## src/rtl/uart_fcr_pkg.sv

```systemverilog
package uart_fcr_pkg;

    localparam int unsigned DATA_W = 8;
    localparam int unsigned TRIG_W = 4;

    // decoded view of one written byte
    typedef struct packed {
        logic       hit;
        logic [1:0] trig_sel;   // bits 7..6
        logic [2:0] spare;      // bits 5..3, stored only
        logic       tx_clr;     // bit 2
        logic       rx_clr;     // bit 1
        logic       fifo_on;    // bit 0, gate for the rest
    } fcr_req_t;

    typedef enum logic [1:0] {
        TRIG_1  = 2'b00,
        TRIG_4  = 2'b01,
        TRIG_8  = 2'b10,
        TRIG_14 = 2'b11
    } trig_sel_e;

    function automatic fcr_req_t split_byte(input logic hit, input logic [DATA_W-1:0] d);
        fcr_req_t r;
        r.hit      = hit;
        r.trig_sel = d[7:6];
        r.spare    = d[5:3];
        r.tx_clr   = d[2];
        r.rx_clr   = d[1];
        r.fifo_on  = d[0];
        return r;
    endfunction

    function automatic logic [TRIG_W-1:0] trig_bytes(input logic [1:0] sel);
        case (trig_sel_e'(sel))
            TRIG_1:  return TRIG_W'(1);
            TRIG_4:  return TRIG_W'(4);
            TRIG_8:  return TRIG_W'(8);
            default: return TRIG_W'(14);
        endcase
    endfunction

    function automatic logic [DATA_W-1:0] build_shadow(input logic [1:0] sel,
                                                       input logic [2:0] spare,
                                                       input logic on);
        return {sel, spare, 2'b00, on};
    endfunction

endpackage

```

## src/rtl/fcr_decode.sv

```systemverilog
module fcr_decode
    import uart_fcr_pkg::*;
#(
    parameter int unsigned ADDR_W = 3,
    parameter int unsigned OFFSET = 2
) (
    input  logic              wr_en,
    input  logic [ADDR_W-1:0] wr_addr,
    input  logic [DATA_W-1:0] wr_data,
    output fcr_req_t          req
);
    localparam logic [ADDR_W-1:0] HIT_ADDR = ADDR_W'(OFFSET);

    always_comb begin
        req = split_byte(wr_en && (wr_addr == HIT_ADDR), wr_data);
    end
endmodule

```

## src/rtl/fcr_state.sv

```systemverilog
module fcr_state
    import uart_fcr_pkg::*;
(
    input  logic              clk,
    input  logic              rst,
    input  fcr_req_t          req,
    output logic              fifo_en,
    output logic              rx_flush,
    output logic              tx_flush,
    output logic [1:0]        trig_sel,
    output logic [DATA_W-1:0] shadow
);
    logic [2:0] spare_q;

    always_ff @(posedge clk) begin
        if (rst) begin
            fifo_en  <= 1'b0;
            rx_flush <= 1'b0;
            tx_flush <= 1'b0;
            trig_sel <= TRIG_1;
            spare_q  <= '0;
        end else begin
            rx_flush <= 1'b0;
            tx_flush <= 1'b0;
            if (req.hit) begin
                if (req.fifo_on) begin
                    fifo_en  <= 1'b1;
                    trig_sel <= req.trig_sel;
                    spare_q  <= req.spare;
                    rx_flush <= req.rx_clr;
                    tx_flush <= req.tx_clr;
                end else begin
                    // leaving or staying out of FIFO mode empties both sides
                    fifo_en  <= 1'b0;
                    rx_flush <= 1'b1;
                    tx_flush <= 1'b1;
                end
            end
        end
    end

    always_comb begin
        shadow = build_shadow(trig_sel, spare_q, fifo_en);
    end
endmodule

```

## src/rtl/uart_fifo_ctl.sv

```systemverilog
module uart_fifo_ctl
    import uart_fcr_pkg::*;
#(
    parameter int unsigned ADDR_W = 3,
    parameter int unsigned OFFSET = 2
) (
    input  logic              clk,
    input  logic              rst,
    input  logic              wr_en,
    input  logic [ADDR_W-1:0] wr_addr,
    input  logic [7:0]        wr_data,
    output logic              fifo_en,
    output logic              rx_flush,
    output logic              tx_flush,
    output logic [3:0]        rx_trig_lvl,
    output logic [7:0]        fcr_shadow
);
    fcr_req_t   req;
    logic [1:0] trig_sel;

    fcr_decode #(.ADDR_W(ADDR_W), .OFFSET(OFFSET)) u_decode (
        .wr_en   (wr_en),
        .wr_addr (wr_addr),
        .wr_data (wr_data),
        .req     (req)
    );

    fcr_state u_state (
        .clk      (clk),
        .rst      (rst),
        .req      (req),
        .fifo_en  (fifo_en),
        .rx_flush (rx_flush),
        .tx_flush (tx_flush),
        .trig_sel (trig_sel),
        .shadow   (fcr_shadow)
    );

    always_comb begin
        rx_trig_lvl = trig_bytes(trig_sel);
    end
endmodule

```

## config.mk

```make
export PLATFORM = sky130hd
export DESIGN_NAME = uart_fifo_ctl
export DESIGN_NICKNAME = d
export VERILOG_FILES = /design/src/rtl/uart_fcr_pkg.sv /design/src/rtl/fcr_decode.sv /design/src/rtl/fcr_state.sv /design/src/rtl/uart_fifo_ctl.sv
export SDC_FILE = /design/constraint.sdc
export NUM_CORES = 1
export LEC_CHECK = 0
export BUFFER_PORTS_ARGS = -buffer_cell sky130_fd_sc_hd__buf_2
export CORE_AREA = 2 2 39 41
export DETAILED_ROUTE_END_ITERATION = 10
export DIE_AREA = 0 0 41 43
export PLACE_DENSITY = 0.72
export SKIP_LAST_GASP = 1
export SLEW_MARGIN = 20
export SYNTH_ARGS = -nofsm -noshare
export SYNTH_HDL_FRONTEND = slang
export SYNTH_SLANG_ARGS = --single-unit
```

## constraint.sdc

```tcl
create_clock -name clk -period 1.7 [get_ports clk]
set_input_delay 0.34 -clock clk [delete_from_list [all_inputs] [get_ports clk]]
set_output_delay 0.34 -clock clk [all_outputs]
set_load 0.03 [all_outputs]
```

Word level (Yosys, flattened, before mapping)
Cells that the tools add are included.

Register bits: 8. Input bits: 14. Output and inout port bits: 15. Word-level logic and storage cells: 17.

Eq/ne operators: 3. Muxes and demuxes: 4. Bitwise gates (word level): 1. Reductions and logical operators: 4.

Operators by type and width (number): 4-bit case mux with 3 select lines (1); 3-bit by 2-bit equality test with 1-bit output, second input constant (1); 1-bit 2-to-1 mux (3); 2-bit by 1-bit equality test with 1-bit output, second input constant (1); 2-bit equality test, second input constant (1); 2-bit zero test (1); 2-bit AND reduction (1); 2-bit OR reduction (1); 1-bit logical AND (1); 1-bit NOT (1).

Depth between registers and ports, before layout
Gate-level depths: netlist (run 1).

Depth in word-level cells: 4. Mapped depth: 4. Gate-level depth less buffers: 3.

Cells and area by module
A second synthesis (run 1) with hierarchy kept.

Cells, all modules: 51. Area, all modules: 451.7 um2.

Modules (own cells, without submodules): fcr_state (times used 1, cells an instance 38, area each 361.6 um2, seq. area each 160.2 um2); fcr_decode (times used 1, cells an instance 9, area each 72.6 um2, seq. area each 0.0 um2); uart_fifo_ctl (times used 1, cells an instance 4, area each 17.5 um2, seq. area each 0.0 um2).

Least setup slack after synthesis (run 1)
OpenSTA, ideal clock, no wires.

Kind: register to output. Start point: register u_state.trig_sel[0]. End point: output port rx_trig_lvl[1]. Data arrival time: 0.881 ns. Required time: 1.360 ns. Path slack: 0.479 ns. Cell stages (with the launch flop): 2. Path buffers: 0. Path through: dfxtp_1 > and2_1.

Word-level cells in the longest chain between the ends: 2. Elaborated cells on any way between the ends: 4. Those cells by class: eq/ne: 2; mux: 1; reduce/logical: 1.

RTL lines: start: declaration (RTL line fcr_state.sv:10) `output logic [1:0] trig_sel,`; start signal: assignment (RTL line fcr_state.sv:28) `trig_sel <= req.trig_sel;`; 2-bit equality test (tied with other cells) (RTL line uart_fcr_pkg.sv:35) `case (trig_sel_e'(sel))`; 4-bit case mux with 3 select lines (*) (RTL line uart_fcr_pkg.sv:35); end: declaration (RTL line uart_fifo_ctl.sv:15) `output logic [3:0] rx_trig_lvl,`.

Mark *: on every way between the ends. The rest lies on a longest branch, timed or not.

Worst setup path in the final report (run 1)
Start point: register u_state.trig_sel[1]. End point: output port rx_trig_lvl[1].

The elaborated chain is that of the path after synthesis.

==> impl_metrics.tcl, run 1 <==
set metrics [dict create \
    hold_path_class "in2reg" \
    critPathKind "reg2out" \
    ys_ff_latch 8 \
    row_count 14 \
    io_buffers 26 \
    cts_buffer_depth 2 \
    synthArstFlopShare_pct 0 \
    fmax_ghz 0.785 \
    grtUsageMet3_pct 1.57 \
    setup-tns-final_ns 0 \
    period_minus_slack_ns 1.27 \
    die_area_mm2 0.00176 \
    grt_usage_pct 9.66 \
    cp.depth 2 \
    avgSynthCellArea_um2 9.31 \
    dp_hpwl_um 631 \
    cts_tree "built" \
    die_h_um 43 \
    fin_area_um2 528 \
    synth_most_common_cell "dfxtp_1" \
    dp.cells 78 \
    overflow 0 \
    drtPass1Iterations 4 \
    viasPerCell 4.35 \
    postCtsHoldBufs 0 \
    startpoint_type "register" \
    max_cap_viol_count 0 \
    synth_top_area_share_pct 40.0 \
    dieWidth_um 41 \
    cellLeakagePower_nw 0.269 \
    worstSetupEndpointType "output port" \
    grtUsageMet2_pct 12.2 \
    path_cells "and2_1 -> buf_2" \
    ios 29 \
    drcViolationCount 0 \
    period_share_pct 75.0 \
    cp.buffers_inverters 1 \
    path_delay_family "flip-flops" \
    antennaDiodeCount 0 \
    cellPowerDensity_mw_per_mm2 735 \
    rsz0062_at_grt "no" \
    coreArea_mm2 0.00138 \
    start_util_pct 28.9 \
    clk_latency_ns 0.25 \
    synth_ff_type "dfxtp_1" \
    synthTopCellsByCount "dfxtp_1 (8), nand2b_1 (6), nand4b_1 (5), o21ai_2 (5), clkbuf_1 (4)" \
    synth_area_um2 400 \
    yosysTopAreaCell "dfxtp_1" \
    cp_slowest_cell "dfxtp_1" \
    setup_viol 0 \
    filler_cell_count 157 \
    wl_per_cell_um 10.0 \
    first_iter_violations 2 \
    htree_num_levels 1 \
    clk_pin_slew_worst_paths_ns 0.06 \
    cts-root-buf "clkbuf_4" \
    gp_congestion 0.656 \
    synth_edf_count 0 \
    synth_cell_types 15 \
    ys_seq_area_share_pct 40.0 \
    crit_path_max_fanout 5 \
    grt_pass1_vias 278 \
    finalHoldViolCount 0 \
    vias 352 \
    top_usage_layer "met1" \
    synthCells 43 \
    cp.arrival_ns 0.93 \
    placed_area_um2 505 \
    synth_warnings 0 \
    area_delta_synth_final_pct 31.9 \
    status "completed" \
    peakVddDrop_uv 199 \
    antenna_left 0 \
    drt_wl_total_um 812 \
    synth_area_leaders "dfxtp_1 (40%), nand4b_1 (11%), o21ai_2 (11%), nand2b_1 (9.4%), buf_4 (5.6%)" \
    grt_pass1_wl_um 1130 \
    cp.required_ns 1.36 \
    fin_nets 81 \
    min_delay_path_depth 3 \
    grtUsageMet1_pct 13.6 \
    antenna_found_initial 0 \
    cts_buffers 3 \
    critPathMaxStageDelay_ns 0.37 \
    fin_cells 81 \
    slew_viol_final 0 \
    clock_skew_ns 0 \
    grt_start_max_net_pins 13 \
    cts.sinks 8 \
    drive_above_1_share_pct 53.8 \
    postCtsSetupRepairBufs 0 \
    r2r_cells 2 \
    cts_resized 0 \
]
-- flip-flops by register name (all words and copies together), names as in the netlist --
name	cells
u_state.trig_sel	2
u_state.rx_flush	1
u_state.spare_q	3
u_state.fifo_en	1
u_state.tx_flush	1
-- cell type report --
| cell class | count | area [µm²] | area share [%] |
|---|---|---|---|
| multi-input combinational | 26 | 188 | 35.5 |
| sequential | 8 | 160 | 30.3 |
| timing repair buffer | 26 | 130 | 24.6 |
| clock buffer | 3 | 22.5 | 4.27 |
| tap | 16 | 20.0 | 3.79 |
| inverter | 2 | 7.51 | 1.42 |
-- per-stage QoR --
step,utilization [%],power [W],setup WS [ns],hold WS [ns]
2_1_floorplan,-,0.000232,0.479,0.472
3_3_place_gp,36.5,0.000246,0.420,0.467
3_5_place_dp,36.5,0.000247,0.391,0.468
4_1_cts,38.2,0.000398,0.406,0.312
5_1_grt,38.2,0.000406,0.343,0.323
6_report,38.2,0.000388,0.425,0.321
-- final timing paths --
check                            from                   to  slack, ns
setup / recovery  u_state.trig_sel[1]       rx_trig_lvl[1]       0.43
hold / removal             wr_data[2]     u_state.tx_flush       0.32
setup reg to reg  u_state.trig_sel[1]  u_state.trig_sel[1]       1.08
hold reg to reg    u_state.spare_q[0]   u_state.spare_q[0]       0.48
-- per-layer routing --
layer / part of all wire [%] / wire [µm]
met3: 10 / 85
met5: 0 / 0
met4: 0 / 0
met1: 44 / 359
met2: 45 / 366
-- worst register-to-register path, delay by kind of cell, from the launching register on --
family | cells | cell delay, ns
simple gates | 1 | 0.08
compound gates | 1 | 0.11
flops | 1 | 0.37
-- report_power, final --
group / internal (W) / total (W) / switching [W]
Combinational: 0.0000208 / 0.0000506 / 0.0000298
Sequential: 0.000190 / 0.000192 / 0.00000142
Clock: 0.0000808 / 0.000146 / 0.0000650
-- placed cells by master, fill, tap and decap left out --
master	n
nand2b_1	6
a21oi_1	2
conb_1	2
buf_2	26
mux2i_1	1
and2_4	1
inv_1	2
and2_1	1
o21ai_2	5
clkbuf_4	3
dfxtp_1	8
and4bb_1	1
nand4b_1	5
nor2_1	2
-- logic make-up (layout without fill, tap and decap cells) --
| group | after synthesis | in the layout | synth area share [%] |
|---|---|---|---|
| compound gates | 7 | 7 | 13.4 |
| buf+inv | 10 | 31 | 14.1 |
| flops | 8 | 8 | 40.0 |
| mux | 1 | 1 | 2.50 |
| other cells | 1 | 2 | 0.937 |
| simple gates | 16 | 16 | 29.1 |
No activity file was read; power rests on OpenSTA's default activity.
==> run 2: changes to the inputs <==
--- a/config.mk
+++ b/config.mk
@@ -5,11 +5,12 @@
 export SDC_FILE = /design/constraint.sdc
 export NUM_CORES = 1
 export LEC_CHECK = 0
+export ABC_AREA = 1
 export BUFFER_PORTS_ARGS = -buffer_cell sky130_fd_sc_hd__buf_2
 export CORE_AREA = 2 2 39 41
 export DETAILED_ROUTE_END_ITERATION = 10
 export DIE_AREA = 0 0 41 43
-export PLACE_DENSITY = 0.72
+export PLACE_DENSITY = 0.75
 export SKIP_LAST_GASP = 1
 export SLEW_MARGIN = 20
 export SYNTH_ARGS = -nofsm -noshare
==> constraint.sdc (replaced) <==
create_clock -name clk -period 1.24 [get_ports clk]
set_input_delay 0.248 -clock clk [delete_from_list [all_inputs] [get_ports clk]]
set_output_delay 0.248 -clock clk [all_outputs]
set_load 0.03 [all_outputs]
==> run 2 against run 1 <==
  * Sequential power rose by 38%
  * Total power is 47% higher
  * Clock skew unchanged
  * Flip-flop and latch count unchanged
  * Synthesized area increased by 9.7%
  * Combinational power increased by 96%
  * Critical endpoint unchanged
  * Largest cell class unchanged
  * Via count rose by 20%
==> impl_metrics.tcl, run 2 <==
set metrics [dict create \
    cts.sinks 8 \
    die_area_mm2 0.00176 \
    grt_start_max_net_pins 9 \
    setup_viol 0 \
    antennaDiodeCount 0 \
    cellLeakagePower_nw 0.360 \
    synth_most_common_cell "inv_1" \
    regMostFlops "u_state.spare_q" \
    path_cells "nand2_1 -> inv_1 -> buf_2" \
    final_cell_mix "buf_2 (26), inv_1 (19), nand2_1 (14)" \
    dp_hpwl_um 670 \
    ys_seq_area_share_pct 36.5 \
    synth_edf_count 0 \
    status "completed" \
    coreArea_mm2 0.00138 \
    path_delay_family "flip-flops" \
    crit_path_max_fanout 5 \
    cellPowerDensity_mw_per_mm2 979 \
    cp.buffers_inverters 2 \
    viasPerCell 4.00 \
    fin_area_um2 582 \
    critPathKind "reg2out" \
    cts_buffer_depth 2 \
    gp_congestion 0.739 \
    grt_pass1_vias 349 \
    largest_registers "u_state.spare_q x3, u_state.trig_sel x2" \
    clock_skew_ns 0 \
    period_share_pct 93.8 \
    wl_per_cell_um 8.03 \
    postCtsHoldBufs 0 \
    htree_num_levels 1 \
    ys_ff_latch 8 \
    clk_latency_ns 0.26 \
    fmax_ghz 0.860 \
    dp.cells 103 \
    drcViolationCount 0 \
    cp.required_ns 0.99 \
    startpoint_type "register" \
    placed_area_um2 558 \
    r2r-start "u_state.trig_sel[0]" \
    slew_viol_final 0 \
    cts_tree "built" \
    drtPass1Iterations 4 \
    ios 29 \
    largest_reg_flops 3 \
    antenna_left 0 \
    overflow 0 \
    whs_ns 0.154 \
    setup-tns-final_ns 0 \
    cts_buffers 3 \
    worstSetupEndpointType "output port" \
    synthCells 66 \
    finalHoldViolCount 0 \
    avgSynthCellArea_um2 6.65 \
    max_cap_viol_count 0 \
    synth_cell_types 14 \
    synth_area_um2 439 \
    rsz0062_at_grt "no" \
    postCtsSetupRepairBufs 0 \
    antenna_found_initial 0 \
    grt_usage_pct 10.7 \
    die_h_um 43 \
    synthTopCellsByCount "inv_1 (19), nand2_1 (14), dfxtp_1 (8)" \
    synthArstFlopShare_pct 0 \
    clk_pin_slew_worst_paths_ns 0.06 \
    first_iter_violations 2 \
    synth_top_area_share_pct 36.5 \
    synth_area_leaders "dfxtp_1 (36%), inv_1 (16%), nand2_1 (12%), nand4_1 (7.1%), buf_4 (5.1%)" \
    yosysTopAreaCell "dfxtp_1" \
    period_minus_slack_ns 1.16 \
    synth_ff_type "dfxtp_1" \
    crit_start "u_state.trig_sel[0]" \
    area_delta_synth_final_pct 32.5 \
    fin_nets 106 \
    synth_warnings 0 \
    peakVddDrop_uv 335 \
    cts_resized 0 \
    hold_path_class "in2reg" \
    drt_wl_total_um 851 \
    drive_above_1_share_pct 36.7 \
    row_count 14 \
    final_common_cell "buf_2" \
    io_buffers 26 \
    cp_slowest_cell "dfxtp_1" \
    vias 424 \
    cp.arrival_ns 0.92 \
    fin_cells 106 \
    cts-root-buf "clkbuf_4" \
    filler_cell_count 143 \
    holdCritStartpoint "rst" \
    dieWidth_um 41 \
    critPathMaxStageDelay_ns 0.37 \
    grt_pass1_wl_um 1240 \
    start_util_pct 31.7 \
]
run 2: cell count changes after synthesis, sizes merged, moves of 5 or more:
cell	delta
o21ai	-5
nand2	+14
nand4b	-5
nand4	+5
nor2	+5
nand2b	-6
inv	+17
run 2: kinds of logic (layout without fill, tap and decap cells):
| logic type | Yosys count | after routing | share of synthesized area [%] |
|---|---|---|---|
| simple gates | 28 | 28 | 33.9 |
| compound gates | 3 | 3 | 3.42 |
| buf+inv | 26 | 49 | 25.4 |
| other cells | 1 | 2 | 0.854 |
| flops | 8 | 8 | 36.5 |
run 2: stage by stage:
stage	setup slack (ns)	utilization (%)	total power, W
2_1_floorplan	0.112	-	0.000340
3_3_place_gp	0.338	40.3	0.000369
3_5_place_dp	0.300	40.3	0.000371
4_1_cts	0.0607	42.0	0.000572
5_1_grt	0.000570	42.0	0.000589
6_report	0.0766	42.0	0.000570
run 2: power by group:
part | internal (W) | switching [W] | total, W | leakage [nW]
Clock | 0.000111 | 0.0000942 | 0.000205 | 0.0138
Sequential | 0.000262 | 0.00000299 | 0.000265 | 0.0652
Combinational | 0.0000334 | 0.0000656 | 0.0000990 | 0.281
Total | 0.000407 | 0.000163 | 0.000570 | 0.360
run 2: layer usage:
layer / GRT usage, % / vias up / wire length [µm]
met5: 0 / - / 0
met4: 12.0 / 0 / 26
met3: 1.57 / 3 / 61
met2: 14.1 / 19 / 385
met1: 12.9 / 169 / 378
li1: - / 233 / -
run 2: worst paths after layout:
check	end	slack (ns)	cells after the start
hold reg to reg	u_state.fifo_en	0.47	2
setup / recovery	rx_trig_lvl[1]	0.08	3
setup reg to reg	u_state.trig_sel[0]	0.58	4
hold / removal	u_state.fifo_en	0.15	2
run 2: cell type report:
type	instances	area, µm²	area share (%)
Timing Repair Buffer	26	130	22.4
Sequential cell	8	161	27.7
Inverter	20	76.3	13.1
Clock buffer	3	22.5	3.87
Multi-Input combinational cell	33	171	29.5
Tap cell	16	20.0	3.44
==> run 3: changes to the inputs <==
--- a/config.mk
+++ b/config.mk
@@ -10,6 +10,8 @@
 export CORE_AREA = 2 2 39 41
 export DETAILED_ROUTE_END_ITERATION = 10
 export DIE_AREA = 0 0 41 43
+export GPL_TIMING_DRIVEN = 0
+export HOLD_SLACK_MARGIN = 0.15
 export PLACE_DENSITY = 0.75
 export SKIP_LAST_GASP = 1
 export SLEW_MARGIN = 20
==> run 3 against run 2 <==
  * Critical path depth unchanged
  * Maximum frequency rose by 0.70%
  * Hold slack better by 0.0085 ns
  * Flip-flop and latch count did not move
  * Clock skew did not move
  * First-iteration DRC count grew to 2.5 times the previous value
  * Count of clock-buffer cells in the layout did not move
  * Core utilization increased by 2.2 points
  * Via count rose by 1.9%
  * Critical path type unchanged
  * Largest cell class unchanged
==> impl_metrics.tcl, run 3 (same netlist as run 2, synthesis figures left out) <==
set metrics [dict create \
    status "completed" \
    postCtsHoldBufs 0 \
    cp.arrival_ns 0.91 \
    drtPass1Iterations 4 \
    cts_buffers 3 \
    antennaDiodeCount 0 \
    coreArea_mm2 0.00138 \
    clk_pin_slew_worst_paths_ns 0.05 \
    antenna_found_initial 0 \
    cts.sinks 8 \
    period_minus_slack_ns 1.16 \
    io_buffers 25 \
    grt_pass1_vias 311 \
    slew_viol_final 0 \
    cellPowerDensity_mw_per_mm2 924 \
    critPathKind "reg2out" \
    viasPerCell 3.89 \
    max_cap_viol_count 0 \
    dp_hpwl_um 658 \
    area_delta_synth_final_pct 39.3 \
    grt_usage_pct 8.95 \
    cts-root-buf "clkbuf_4" \
    hold_path_class "in2reg" \
    peakVddDrop_uv 381 \
    die_h_um 43 \
    grt_start_max_net_pins 9 \
    drt_wl_total_um 805 \
    setup-tns-final_ns 0 \
    finalHoldViolCount 0 \
    grt_pass1_wl_um 1050 \
    start_util_pct 31.7 \
    cp.required_ns 0.99 \
    largest_reg_flops 3 \
    period_share_pct 93.2 \
    largest_registers "u_state.spare_q x3, u_state.trig_sel x2" \
    die_area_mm2 0.00176 \
    finalPower_w 0.000565 \
    worstSetupEndpointType "output port" \
    overflow 0 \
    drive_above_1_share_pct 37.9 \
    cts_tree "built" \
    startpoint_type "register" \
    wl_per_cell_um 7.25 \
    setup_viol 0 \
    htree_num_levels 1 \
    filler_cell_count 163 \
    crit_path_max_fanout 5 \
    cellLeakagePower_nw 0.378 \
    antenna_left 0 \
    rsz0062_at_grt "no" \
    clock_skew_ns 0 \
    drcViolationCount 0 \
    vias 432 \
    clk_latency_ns 0.24 \
    gp_congestion 0.746 \
    first_iter_violations 5 \
    cts_buffer_depth 2 \
    final_cell_mix "buf_2 (26), inv_1 (19), nand2_1 (14)" \
    ios 29 \
    fin_nets 111 \
    fmax_ghz 0.866 \
    row_count 14 \
    regMostFlops "u_state.spare_q" \
    dieWidth_um 41 \
    final_common_cell "buf_2" \
]
run 3: changes by cell type in the layout (fill, tap and decap cells not counted):
cell / before / now
clkbuf_1: 0 / 2
buf_4: 0 / 3
run 3: final timing paths:
path	cells after the start	to	slack (ns)	startpoint
worst min-delay path	2	u_state.fifo_en	0.16	rst
worst max-delay path	3	rx_trig_lvl[1]	0.08	u_state.trig_sel[1]
worst max register to register	4	u_state.trig_sel[1]	0.58	u_state.trig_sel[1]
worst min register to register	2	u_state.fifo_en	0.47	u_state.fifo_en
run 3: repair_timing:
| item | in CTS | in global routing |
|---|---|---|
| buffers inserted | 0 | 0 |
| setup endpoints to repair | 0 | 1 |
| resized for setup | 0 | 1 |
run 3: layout make-up:
type | instances | area (µm²) | area share (%)
Timing Repair Buffer | 25 | 125 | 20.4
Tap cell | 16 | 20.0 | 3.27
Sequential cell | 8 | 161 | 26.4
Inverter | 20 | 76.3 | 12.5
Clock buffer | 3 | 22.5 | 3.68
Buffer | 6 | 35.0 | 5.73
Multi-Input combinational cell | 33 | 171 | 28.0
run 3: metal layers:
metal  share of wire (%)  wire length [µm]  vias up  track usage [%]
met5                   0                 0        -                0
met4                   0                 0        0             8.00
met3                 8.9                72        0             3.14
met2                  48               387       19             12.8
met1                  43               346      171             9.71
li1                    -                 -      242                -
run 3: stage by stage:
step	setup slack, ns	cell area, µm²	hold slack, ns	std cells	util, %
floorplan	0.112	443	0.317	67	-
global placement	0.332	588	0.421	108	42.5
detailed placement	0.293	588	0.418	108	42.5
CTS	0.0647	611	0.158	111	44.1
global route	0.0104	612	0.161	111	44.2
finish	0.0846	612	0.163	111	44.2
run 3: report_power, final:
group	switching [W]	internal [W]
clock network	0.0000841	0.000110
logic	0.0000663	0.0000389
registers	0.00000291	0.000263
total	0.000153	0.000412
run 3: critical path, stage by stage, from the launching register on:
cell and delay, ns:
dfxtp_1 0.37, nand2_1 0.07, inv_1 0.04, buf_2 0.18
